`config.mk`:
```
export PLATFORM = sky130hd
export DESIGN_NAME = npc_link_unit
export DESIGN_NICKNAME = d
export VERILOG_FILES = /design/src/rtl/npc_pkg.sv /design/src/rtl/npc_incr.sv /design/src/rtl/npc_zero_test.sv /design/src/rtl/npc_target.sv /design/src/rtl/npc_link_unit.sv
export SDC_FILE = /design/constraint.sdc
export NUM_CORES = 1
export LEC_CHECK = 0
export BUFFER_PORTS_ARGS = -buffer_cell sky130_fd_sc_hd__clkbuf_2
export CAP_MARGIN = 20
export CORE_ASPECT_RATIO = 0.7
export CORE_MARGIN = 2
export CORE_UTILIZATION = 30
export CTS_CLUSTER_SIZE = 20
export DETAILED_ROUTE_END_ITERATION = 7
export HOLD_SLACK_MARGIN = 0.15
export PLACE_DENSITY_LB_ADDON = 0.12
export SYNTH_ARGS = -nofsm -noshare
export SYNTH_HDL_FRONTEND = slang
export SYNTH_HIERARCHICAL = 1
export SYNTH_SLANG_ARGS = --single-unit
```
`constraint.sdc`:
```
create_clock -name clk -period 1.4 [get_ports clk]
set_input_delay 0.14 -clock clk [delete_from_list [all_inputs] [get_ports clk]]
set_output_delay 0.14 -clock clk [all_outputs]
set_load 0.03 [all_outputs]
```
`src/rtl/npc_pkg.sv`:
```
package npc_pkg;
   typedef enum logic [2:0] {
      CF_SEQ   = 3'd0,
      CF_BEQZ  = 3'd1,
      CF_BNEZ  = 3'd2,
      CF_JDIR  = 3'd3,
      CF_JREG  = 3'd4,
      CF_JDISP = 3'd5,
      CF_JPCR  = 3'd6,
      CF_RSVD  = 3'd7
   } cf_kind_e;

   function automatic logic is_uncond(cf_kind_e k);
      return (k == CF_JDIR) || (k == CF_JREG) || (k == CF_JDISP) || (k == CF_JPCR);
   endfunction
endpackage

```
`src/rtl/npc_incr.sv`:
```
module npc_incr #(
   parameter int XLEN = 64,
   parameter int STEP = 4
) (
   input  logic [XLEN-1:0] pc,
   output logic [XLEN-1:0] pc_inc
);
   if (STEP <= 0) begin : g_bad_step
      $error("npc_incr: STEP must be positive");
   end
   assign pc_inc = pc + XLEN'(STEP);
endmodule

```
`src/rtl/npc_zero_test.sv`:
```
module npc_zero_test #(
   parameter int XLEN    = 64,
   parameter int CHUNK_W = 8
) (
   input  logic [XLEN-1:0] val,
   output logic            is_zero
);
   localparam int NCHUNK = XLEN / CHUNK_W;

   if (CHUNK_W <= 0 || (XLEN % CHUNK_W) != 0) begin : g_bad_chunk
      $error("npc_zero_test: CHUNK_W must divide XLEN");
   end

   logic [NCHUNK-1:0] part_any;

   for (genvar g = 0; g < NCHUNK; g++) begin : g_chunk
      assign part_any[g] = |val[g*CHUNK_W +: CHUNK_W];
   end

   assign is_zero = ~|part_any;
endmodule

```
`src/rtl/npc_target.sv`:
```
module npc_target #(
   parameter int XLEN    = 64,
   parameter int FIELD_W = 26,
   parameter int DISP_W  = 16,
   parameter int ALIGN_W = 2
) (
   input  logic [XLEN-1:0]    pc_inc,
   input  logic [XLEN-1:0]    reg_val,
   input  logic [FIELD_W-1:0] field,
   output logic [XLEN-1:0]    tgt_rel,
   output logic [XLEN-1:0]    tgt_dir,
   output logic [XLEN-1:0]    tgt_reg,
   output logic [XLEN-1:0]    tgt_disp
);
   localparam int SPLICE_W = FIELD_W + ALIGN_W;

   if (DISP_W > FIELD_W) begin : g_bad_disp
      $error("npc_target: DISP_W must fit in FIELD_W");
   end
   if (SPLICE_W >= XLEN) begin : g_bad_splice
      $error("npc_target: splice must leave upper PC bits");
   end

   logic [DISP_W-1:0] disp;
   logic [XLEN-1:0]   disp_sx;
   logic [XLEN-1:0]   disp_words;

   assign disp       = field[DISP_W-1:0];
   assign disp_sx    = {{(XLEN-DISP_W){disp[DISP_W-1]}}, disp};
   assign disp_words = disp_sx << ALIGN_W;

   assign tgt_rel  = pc_inc + disp_words;
   assign tgt_dir  = {pc_inc[XLEN-1:SPLICE_W], field, {ALIGN_W{1'b0}}};
   assign tgt_reg  = reg_val;
   assign tgt_disp = reg_val + disp_sx;
endmodule

```
`src/rtl/npc_link_unit.sv`:
```
module npc_link_unit #(
   parameter int XLEN       = 64,
   parameter int FIELD_W    = 26,
   parameter int DISP_W     = 16,
   parameter int INSN_BYTES = 4,
   parameter int REG_IDX_W  = 5,
   parameter int LINK_REG   = 31,
   parameter int ZCHUNK_W   = 8,
   parameter bit REG_OUT    = 1'b1
) (
   input  logic                 clk,
   input  logic                 rst_n,
   input  logic                 req_valid,
   input  logic [XLEN-1:0]      cur_pc,
   input  logic [2:0]           cf_kind,
   input  logic                 req_link,
   input  logic [FIELD_W-1:0]   tgt_field,
   input  logic [XLEN-1:0]      src_val,
   output logic                 res_valid,
   output logic [XLEN-1:0]      res_pc,
   output logic                 res_taken,
   output logic                 res_misalign,
   output logic                 lnk_we,
   output logic [REG_IDX_W-1:0] lnk_idx,
   output logic [XLEN-1:0]      lnk_data
);
   import npc_pkg::*;

   localparam int ALIGN_W  = $clog2(INSN_BYTES);
   localparam int SPLICE_W = FIELD_W + ALIGN_W;

   if ((1 << ALIGN_W) != INSN_BYTES || INSN_BYTES < 2) begin : g_bad_insn
      $error("npc_link_unit: INSN_BYTES must be a power of two");
   end
   if (LINK_REG >= (1 << REG_IDX_W)) begin : g_bad_link
      $error("npc_link_unit: LINK_REG out of index range");
   end

   cf_kind_e        kind;
   logic [XLEN-1:0] pc_inc;
   logic            src_zero;
   logic [XLEN-1:0] t_rel, t_dir, t_reg, t_disp;

   assign kind = cf_kind_e'(cf_kind);

   npc_incr #(.XLEN(XLEN), .STEP(INSN_BYTES)) u_incr (
      .pc     (cur_pc),
      .pc_inc (pc_inc)
   );

   npc_zero_test #(.XLEN(XLEN), .CHUNK_W(ZCHUNK_W)) u_zero (
      .val     (src_val),
      .is_zero (src_zero)
   );

   npc_target #(.XLEN(XLEN), .FIELD_W(FIELD_W), .DISP_W(DISP_W), .ALIGN_W(ALIGN_W)) u_tgt (
      .pc_inc   (pc_inc),
      .reg_val  (src_val),
      .field    (tgt_field),
      .tgt_rel  (t_rel),
      .tgt_dir  (t_dir),
      .tgt_reg  (t_reg),
      .tgt_disp (t_disp)
   );

   // selection of the target and the condition
   logic            c_take;
   logic            c_align_chk;
   logic [XLEN-1:0] c_tgt;

   always_comb begin
      c_take      = 1'b0;
      c_align_chk = 1'b0;
      c_tgt       = pc_inc;
      unique case (kind)
         CF_BEQZ:  begin c_take = src_zero;  c_tgt = t_rel;  end
         CF_BNEZ:  begin c_take = !src_zero; c_tgt = t_rel;  end
         CF_JDIR:  begin c_take = 1'b1;      c_tgt = t_dir;  end
         CF_JREG:  begin c_take = 1'b1;      c_tgt = t_reg;  c_align_chk = 1'b1; end
         CF_JDISP: begin c_take = 1'b1;      c_tgt = t_disp; c_align_chk = 1'b1; end
         CF_JPCR:  begin c_take = 1'b1;      c_tgt = t_rel;  end
         default:  begin c_take = 1'b0;      c_tgt = pc_inc; end
      endcase
   end

   logic            c_valid, c_taken, c_mis, c_lnk;
   logic [XLEN-1:0] c_pc;

   assign c_valid = req_valid;
   assign c_taken = req_valid && c_take;
   assign c_pc    = c_take ? c_tgt : pc_inc;
   assign c_mis   = req_valid && c_align_chk && (|c_tgt[ALIGN_W-1:0]);
   assign c_lnk   = req_valid && req_link && is_uncond(kind);

   assign lnk_idx = REG_IDX_W'(LINK_REG);

   if (REG_OUT) begin : g_reg
      always_ff @(posedge clk or negedge rst_n) begin
         if (!rst_n) begin
            res_valid    <= 1'b0;
            res_taken    <= 1'b0;
            res_misalign <= 1'b0;
            lnk_we       <= 1'b0;
            res_pc       <= '0;
            lnk_data     <= '0;
         end else begin
            res_valid    <= c_valid;
            res_taken    <= c_taken;
            res_misalign <= c_mis;
            lnk_we       <= c_lnk;
            if (c_valid) begin
               res_pc   <= c_pc;
               lnk_data <= pc_inc;
            end
         end
      end

      AST_IDLE_QUIET: assert property (@(posedge clk) disable iff (!rst_n)
         !res_valid |-> !(res_taken || lnk_we || res_misalign)) else $error("idle output active");
      AST_SEQ_NOT_TAKEN: assert property (@(posedge clk) disable iff (!rst_n)
         (res_valid && !res_taken) |-> (res_pc == $past(cur_pc) + XLEN'(INSN_BYTES))) else $error("fall-through pc");
      AST_LINK_DATA: assert property (@(posedge clk) disable iff (!rst_n)
         lnk_we |-> (res_taken && lnk_data == $past(cur_pc) + XLEN'(INSN_BYTES))) else $error("link data");
      AST_LINK_NO_BRANCH: assert property (@(posedge clk) disable iff (!rst_n)
         (res_valid && $past(cf_kind) < 3'd3) |-> !lnk_we) else $error("link on branch");
      AST_DIRECT_SPLICE: assert property (@(posedge clk) disable iff (!rst_n)
         (res_valid && $past(cf_kind) == 3'd3) |->
         ((res_pc >> SPLICE_W) == (($past(cur_pc) + XLEN'(INSN_BYTES)) >> SPLICE_W))) else $error("splice upper bits");
      AST_MISALIGN_REG_ONLY: assert property (@(posedge clk) disable iff (!rst_n)
         res_misalign |-> (res_taken && ($past(cf_kind) == 3'd4 || $past(cf_kind) == 3'd5))) else $error("misalign kind");
   end else begin : g_comb
      assign res_valid    = c_valid;
      assign res_taken    = c_taken;
      assign res_misalign = c_mis;
      assign lnk_we       = c_lnk;
      assign res_pc       = c_pc;
      assign lnk_data     = pc_inc;
   end
endmodule

```
Word level (Yosys, flattened, before mapping). Index checks and enable logic that the tools add are counted.

Memories: 0. Input port bits: 161. RAM bits: 0. Output and inout bits: 137. Bits in read-only memories: 0. Flip-flop bits (word level): 132. Word-level logic and storage cells: 33. Latch bits: 0.

Reduce and logical (&&, ||, !) cells: 14. Shifts and indexed selects: 0. $mul: 0. Order comparisons: 0. Div/mod/pow operators: 0. Add/sub/neg operators: 3. Mux-type cells: 4. Bitwise operators: 0. Equal/unequal tests: 6.

Operator list (count): $pmux W64 S4 (1); $add A64 B64 Y64 (2); $add A64 B3 Y64 const B (1); $mux W64 (1); $reduce_or A64 Y1 (1); $eq A3 B3 Y1 const B (3); $eq A3 B2 Y1 const B (2); $logic_and A1 B1 Y1 (5); $reduce_or A2 Y1 (2); $reduce_or A4 Y1 (1); $eq A3 B1 Y1 const B (1); $logic_or A1 B1 Y1 (3); $pmux W1 S3 (1); $reduce_or A3 Y1 (1); $logic_not A1 Y1 (1); $mux W1 (1).

Logic depth before layout (Yosys ltp).
Word-level depth: 5. Depth in mapped cells: 21. Depth with buffers taken out: 20.

Cells and area by module. Netlist, hierarchy kept.

Modules (own cells, without submodules): npc_target (instances 1, cells each 1242, area an instance 8485.6 um2); npc_link_unit (instances 1, cells each 810, area an instance 7886.3 um2); npc_incr (instances 1, cells each 205, area an instance 1365.1 um2); npc_zero_test (instances 1, cells each 21, area an instance 143.9 um2).

Worst setup path before layout. Ideal clock, no wire load.

Path type: input to register. From: in cur_pc[6]. To: reg res_pc[58]. Stages: 21. Library setup time: 0.082 ns. Slack: -2.619 ns. Data arrival time: 3.937 ns. Cells stage by stage: nand4_4 nor4_4 and4_1 buf_6 nor3b_2 xor2_1 ha_1 clkbuf_1 a21o_1 a21o_1 a21oi_1 nand3_1 a21oi_1 nor2_1 o21bai_1 mux2i_1 a2111oi_0 mux2i_1 o221ai_1 nand3_1 a31oi_1.

Longest elaborated chain between the ends: 4.

RTL lines: start: declaration (RTL line npc_link_unit.sv:14) `input logic [XLEN-1:0] cur_pc,`; $add A64 B3 Y64 (RTL line npc_incr.sv:11) `assign pc_inc = pc + XLEN'(STEP);`; net pc_inc[47] (RTL line npc_link_unit.sv:40) `logic [XLEN-1:0] pc_inc;`; $add A64 B64 Y64 (RTL line npc_target.sv:32) `assign tgt_rel = pc_inc + disp_words;`; net t_rel[58] (RTL line npc_link_unit.sv:42) `logic [XLEN-1:0] t_rel, t_dir, t_reg, t_disp;`; $pmux W64 S4 (RTL line npc_link_unit.sv:75) `unique case (kind)`; $mux W64 (RTL line npc_link_unit.sv:91) `assign c_pc = c_take ? c_tgt : pc_inc;`; end signal: assignment (RTL line npc_link_unit.sv:112) `res_pc <= c_pc;`; end: declaration (RTL line npc_link_unit.sv:20) `output logic [XLEN-1:0] res_pc,`.

The timed path passes the listed nets, and every way through them passes these cells. A chain may end at the register's enable or synchronous reset.

Final worst setup path.
From: in cur_pc[16]. To: reg res_pc[63].

Same word-level chain as after synthesis.

==> impl_metrics.py <==
metrics = {
    "outcome": {
        "outcome": "finished with violations",
        "failed_checks": "negative setup slack",
    },
    "timing": {
        "hold_violations": 0,
        "final.min_clock_period_ns": 3.85,
        "tightest_slew_ns": 0.883,
        "finalCritPeriodShare_pct": 275,
        "rsz0062_at_grt": "yes",
        "clock-skew-final_ns": 0,
        "slew_headroom_pct": 41.1,
        "tns_ns": -124.95,
        "max_clock_freq_mhz": 259,
        "setup_viol_count_final": 109,
        "worst_slack_ns": -2.45,
        "drv_slew": 0,
        "worst_hold_slack_ns": 0.145,
    },
    "logic_synthesis": {
        "synth_cells": 2278,
        "ys.flop_type": "dfrtp_1",
        "async_flop_share_pct": 100,
        "synth_edf_count": 0,
        "synth_cell_types": 90,
        "ys_seq_elements": 132,
        "ys_seq_area_share_pct": 18.5,
        "synth_warnings": 6,
        "syn_area_per_cell_sq_um": 7.85,
        "syn-cell-area_sq_um": 17900,
    },
    "clock_network": {
        "clk_root_buffer_cell": "clkbuf_16",
        "tritoncts": "yes",
        "clkLatencyLatePin_ns": 0.49,
        "cts.sinks": 132,
        "cts_max_path_buffers": 2,
        "cts.clk_slew.worst_paths_ns": 0.06,
        "htree_levels": 4,
        "cts_made_buffers": 17,
    },
    "drt": {
        "vias": 21600,
        "drc": 0,
        "antenna_left": 0,
        "routed_via_density": 5.32,
        "wire_per_inst_um": 22.1,
        "drt-total-wl_um": 90100,
        "drtIter0Drc": 1574,
        "first_pass_iters": 6,
    },
    "placed_design": {
        "io_buffers": 292,
        "gp_congestion": 0.966,
        "dp.cells": 3942,
        "post_dp_cell_area_sq_um": 26200,
        "dp_hpwl_um": 72600,
    },
    "grt": {
        "first_global_vias": 21100,
        "grt_max_degree": 57,
        "grt_antenna_before_repair": 2,
        "overflow": 0,
        "grt_use_total_pct": 28.1,
        "grt_pass1_wl_um": 130000,
    },
    "setup_path": {
        "critPathBufInv": 6,
        "end_kind": "flop",
        "critPathLaunchType": "primary input",
        "cp.arrival_ns": 4.21,
        "r2r_slack_ns": 0.62,
        "crit_fanout": 4,
        "timing_worst_setup_path_type": "primary input to flop",
        "crit_top_cell": "buf_4",
        "slowest_delay_ns": 0.36,
        "path_cells": "clkbuf_2 > nand4_1 > buf_4 > nor2_1 > nand4_1 > buf_4 > nor2_1 > xor2_1 > ha_1 > a21oi_2 > buf_4 > nor2_2 > buf_4 > or2_4 > o21bai_4 > o211ai_1 > o21ai_2 > buf_4 > o21ai_2 > xnor2_2 > a221o_1 > nand3_1 > a31oi_1",
        "critical_path_required_ns": 1.76,
        "critical_path.slowest_cell": "a221o_1",
        "critPathTopFamily": "compound AO/OA/AOI/OAI gates",
    },
    "finish": {
        "fillCellCount": 5541,
        "syn_to_final_growth_pct": 71.8,
        "regArea_sq_um": 3300,
        "drive_gt1_share_pct": 53.8,
        "antennaDiodeCount": 0,
        "final_cells": 4069,
        "nets": 3546,
        "final_cell_area_sq_um": 30700,
        "multi_input_area_sq_um": 15900,
    },
    "power": {
        "irDropWorstVdd_mv": 1.05,
        "power_density_nw_per_um2": 758,
        "power_mw": 23.3,
        "leakagePower_nw": 14.5,
    },
    "die": {
        "die_x_um": 296,
        "core-area_sq_um": 58600,
        "ioPinCount": 298,
        "die_h_um": 208,
        "start_util_pct": 30.5,
        "fp-row-count": 74,
        "dieArea_sq_um": 61600,
    },
    "worst_hold_path": {
        "min_path_type": "primary input to flop",
    },
    "flow_run": {
        "maxCapViolations": 0,
    },
}
## cell usage in the layout (no fill, tap or decap), types with 27 or more instances in the layout
cell	n
ha_1	100
a21oi_2	31
dfrtp_1	132
inv_1	107
mux2i_1	58
a221o_1	66
nor2_1	131
o21ai_0	43
buf_6	110
nand2_1	151
xnor2_2	35
a31oi_1	71
nand3_2	40
xor2_2	27
buf_4	793
mux2_2	46
clkbuf_2	270
nand3_1	65
a21oi_1	105
nand4_1	73
o221ai_1	56
xnor2_1	49
a21o_1	73
xor2_1	40
buf_12	28
## worst min-delay path: stages
cell and delay (ns):
clkbuf_2 0.10, xor2_2 0.09, buf_4 0.14, nand2_1 0.05, a31oi_1 0.07
## power breakdown
| part | total (mW) | internal [mW] | switching, mW |
|---|---|---|---|
| clock network | 4.69 | 2.61 | 2.08 |
| logic | 14.0 | 6.40 | 7.62 |
| registers | 4.58 | 4.29 | 0.296 |
## Yosys cell counts, drive strengths merged (66+ instances only)
cell type  count  area [sq um]
nand2        185           694
buf          171          1250
nor2         164           618
a21oi        151           756
dfrtp        132          3300
ha           125          1560
nand3        115           581
inv          109           409
clkbuf       106           398
xnor2        101           885
a31oi         80           515
o21ai         77           400
xor2          77           674
a21o          76           571
nand4         75           490
mux2          72           815
a221o         66           661
## layer usage
| metal | part of all wire (%) | GRT usage, % | vias to the layer above |
|---|---|---|---|
| met5 | 0.013 | 0 | - |
| met4 | 1.6 | 5.71 | 2 |
| met3 | 7.8 | 7.41 | 81 |
| met2 | 39 | 37.9 | 698 |
| met1 | 51 | 43.6 | 10600 |
| li1 | - | - | 10200 |
## area by class of cell
cell class              instances  area share [%]
multi-input cells            1765            51.6
repair buffers               1233            31.1
flip-flops and latches        132            10.8
well taps                     798            3.25
clock buffers                  20            1.52
inverters                     109            1.33
clock inverters                12           0.395
## registers in the layout, summed over array words and instances, names as in the netlist
signal,cells
lnk_data,64
lnk_we,1
res_misalign,1
res_pc,64
res_taken,1
res_valid,1
## timing repair
item / CTS / global route
hold buffers: 11 / 0
endpoints found under the hold margin: 151 / 0
setup buffers: 67 / 53
endpoints found under the setup margin: 107 / 133
gates resized for setup: 318 / 276
cloned: 1 / 5
pin swaps: 221 / 227
## stage by stage
step | setup slack (ns) | utilization, %
CTS | -2.44 | 49.8
global placement | -3.29 | 44.7
global route | -2.60 | 52.4
detailed placement | -3.35 | 44.7
floorplan | -2.28 | -
finish | -2.45 | 52.4
## path summary, 6_finish.rpt
check,to,depth (start not counted),start
min in group asynchronous,res_pc[10],3,rst_n
min reg2reg,lnk_data[60],1,lnk_data[60]
max in group asynchronous,lnk_data[3],3,rst_n
max,res_pc[63],23,cur_pc[16]
max reg2reg,lnk_data[7],1,lnk_data[7]
min,res_pc[63],5,cur_pc[63]
## logic make-up (layout without fill, tap and decap cells)
kind of cell / after synthesis / in the layout / synth area share [%]
AO/OA/AOI/OAI: 636 / 636 / 25.2
XOR/XNOR: 178 / 178 / 8.72
adder cells (fa/ha/maj): 127 / 127 / 8.97
buffers and inverters: 386 / 1374 / 11.5
flip-flops: 132 / 132 / 18.5
multiplexers: 137 / 137 / 8.33
other: 2 / 7 / 0.0420
AND/OR/NAND/NOR: 680 / 680 / 18.8
No activity file was read; power rests on OpenSTA's default activity.
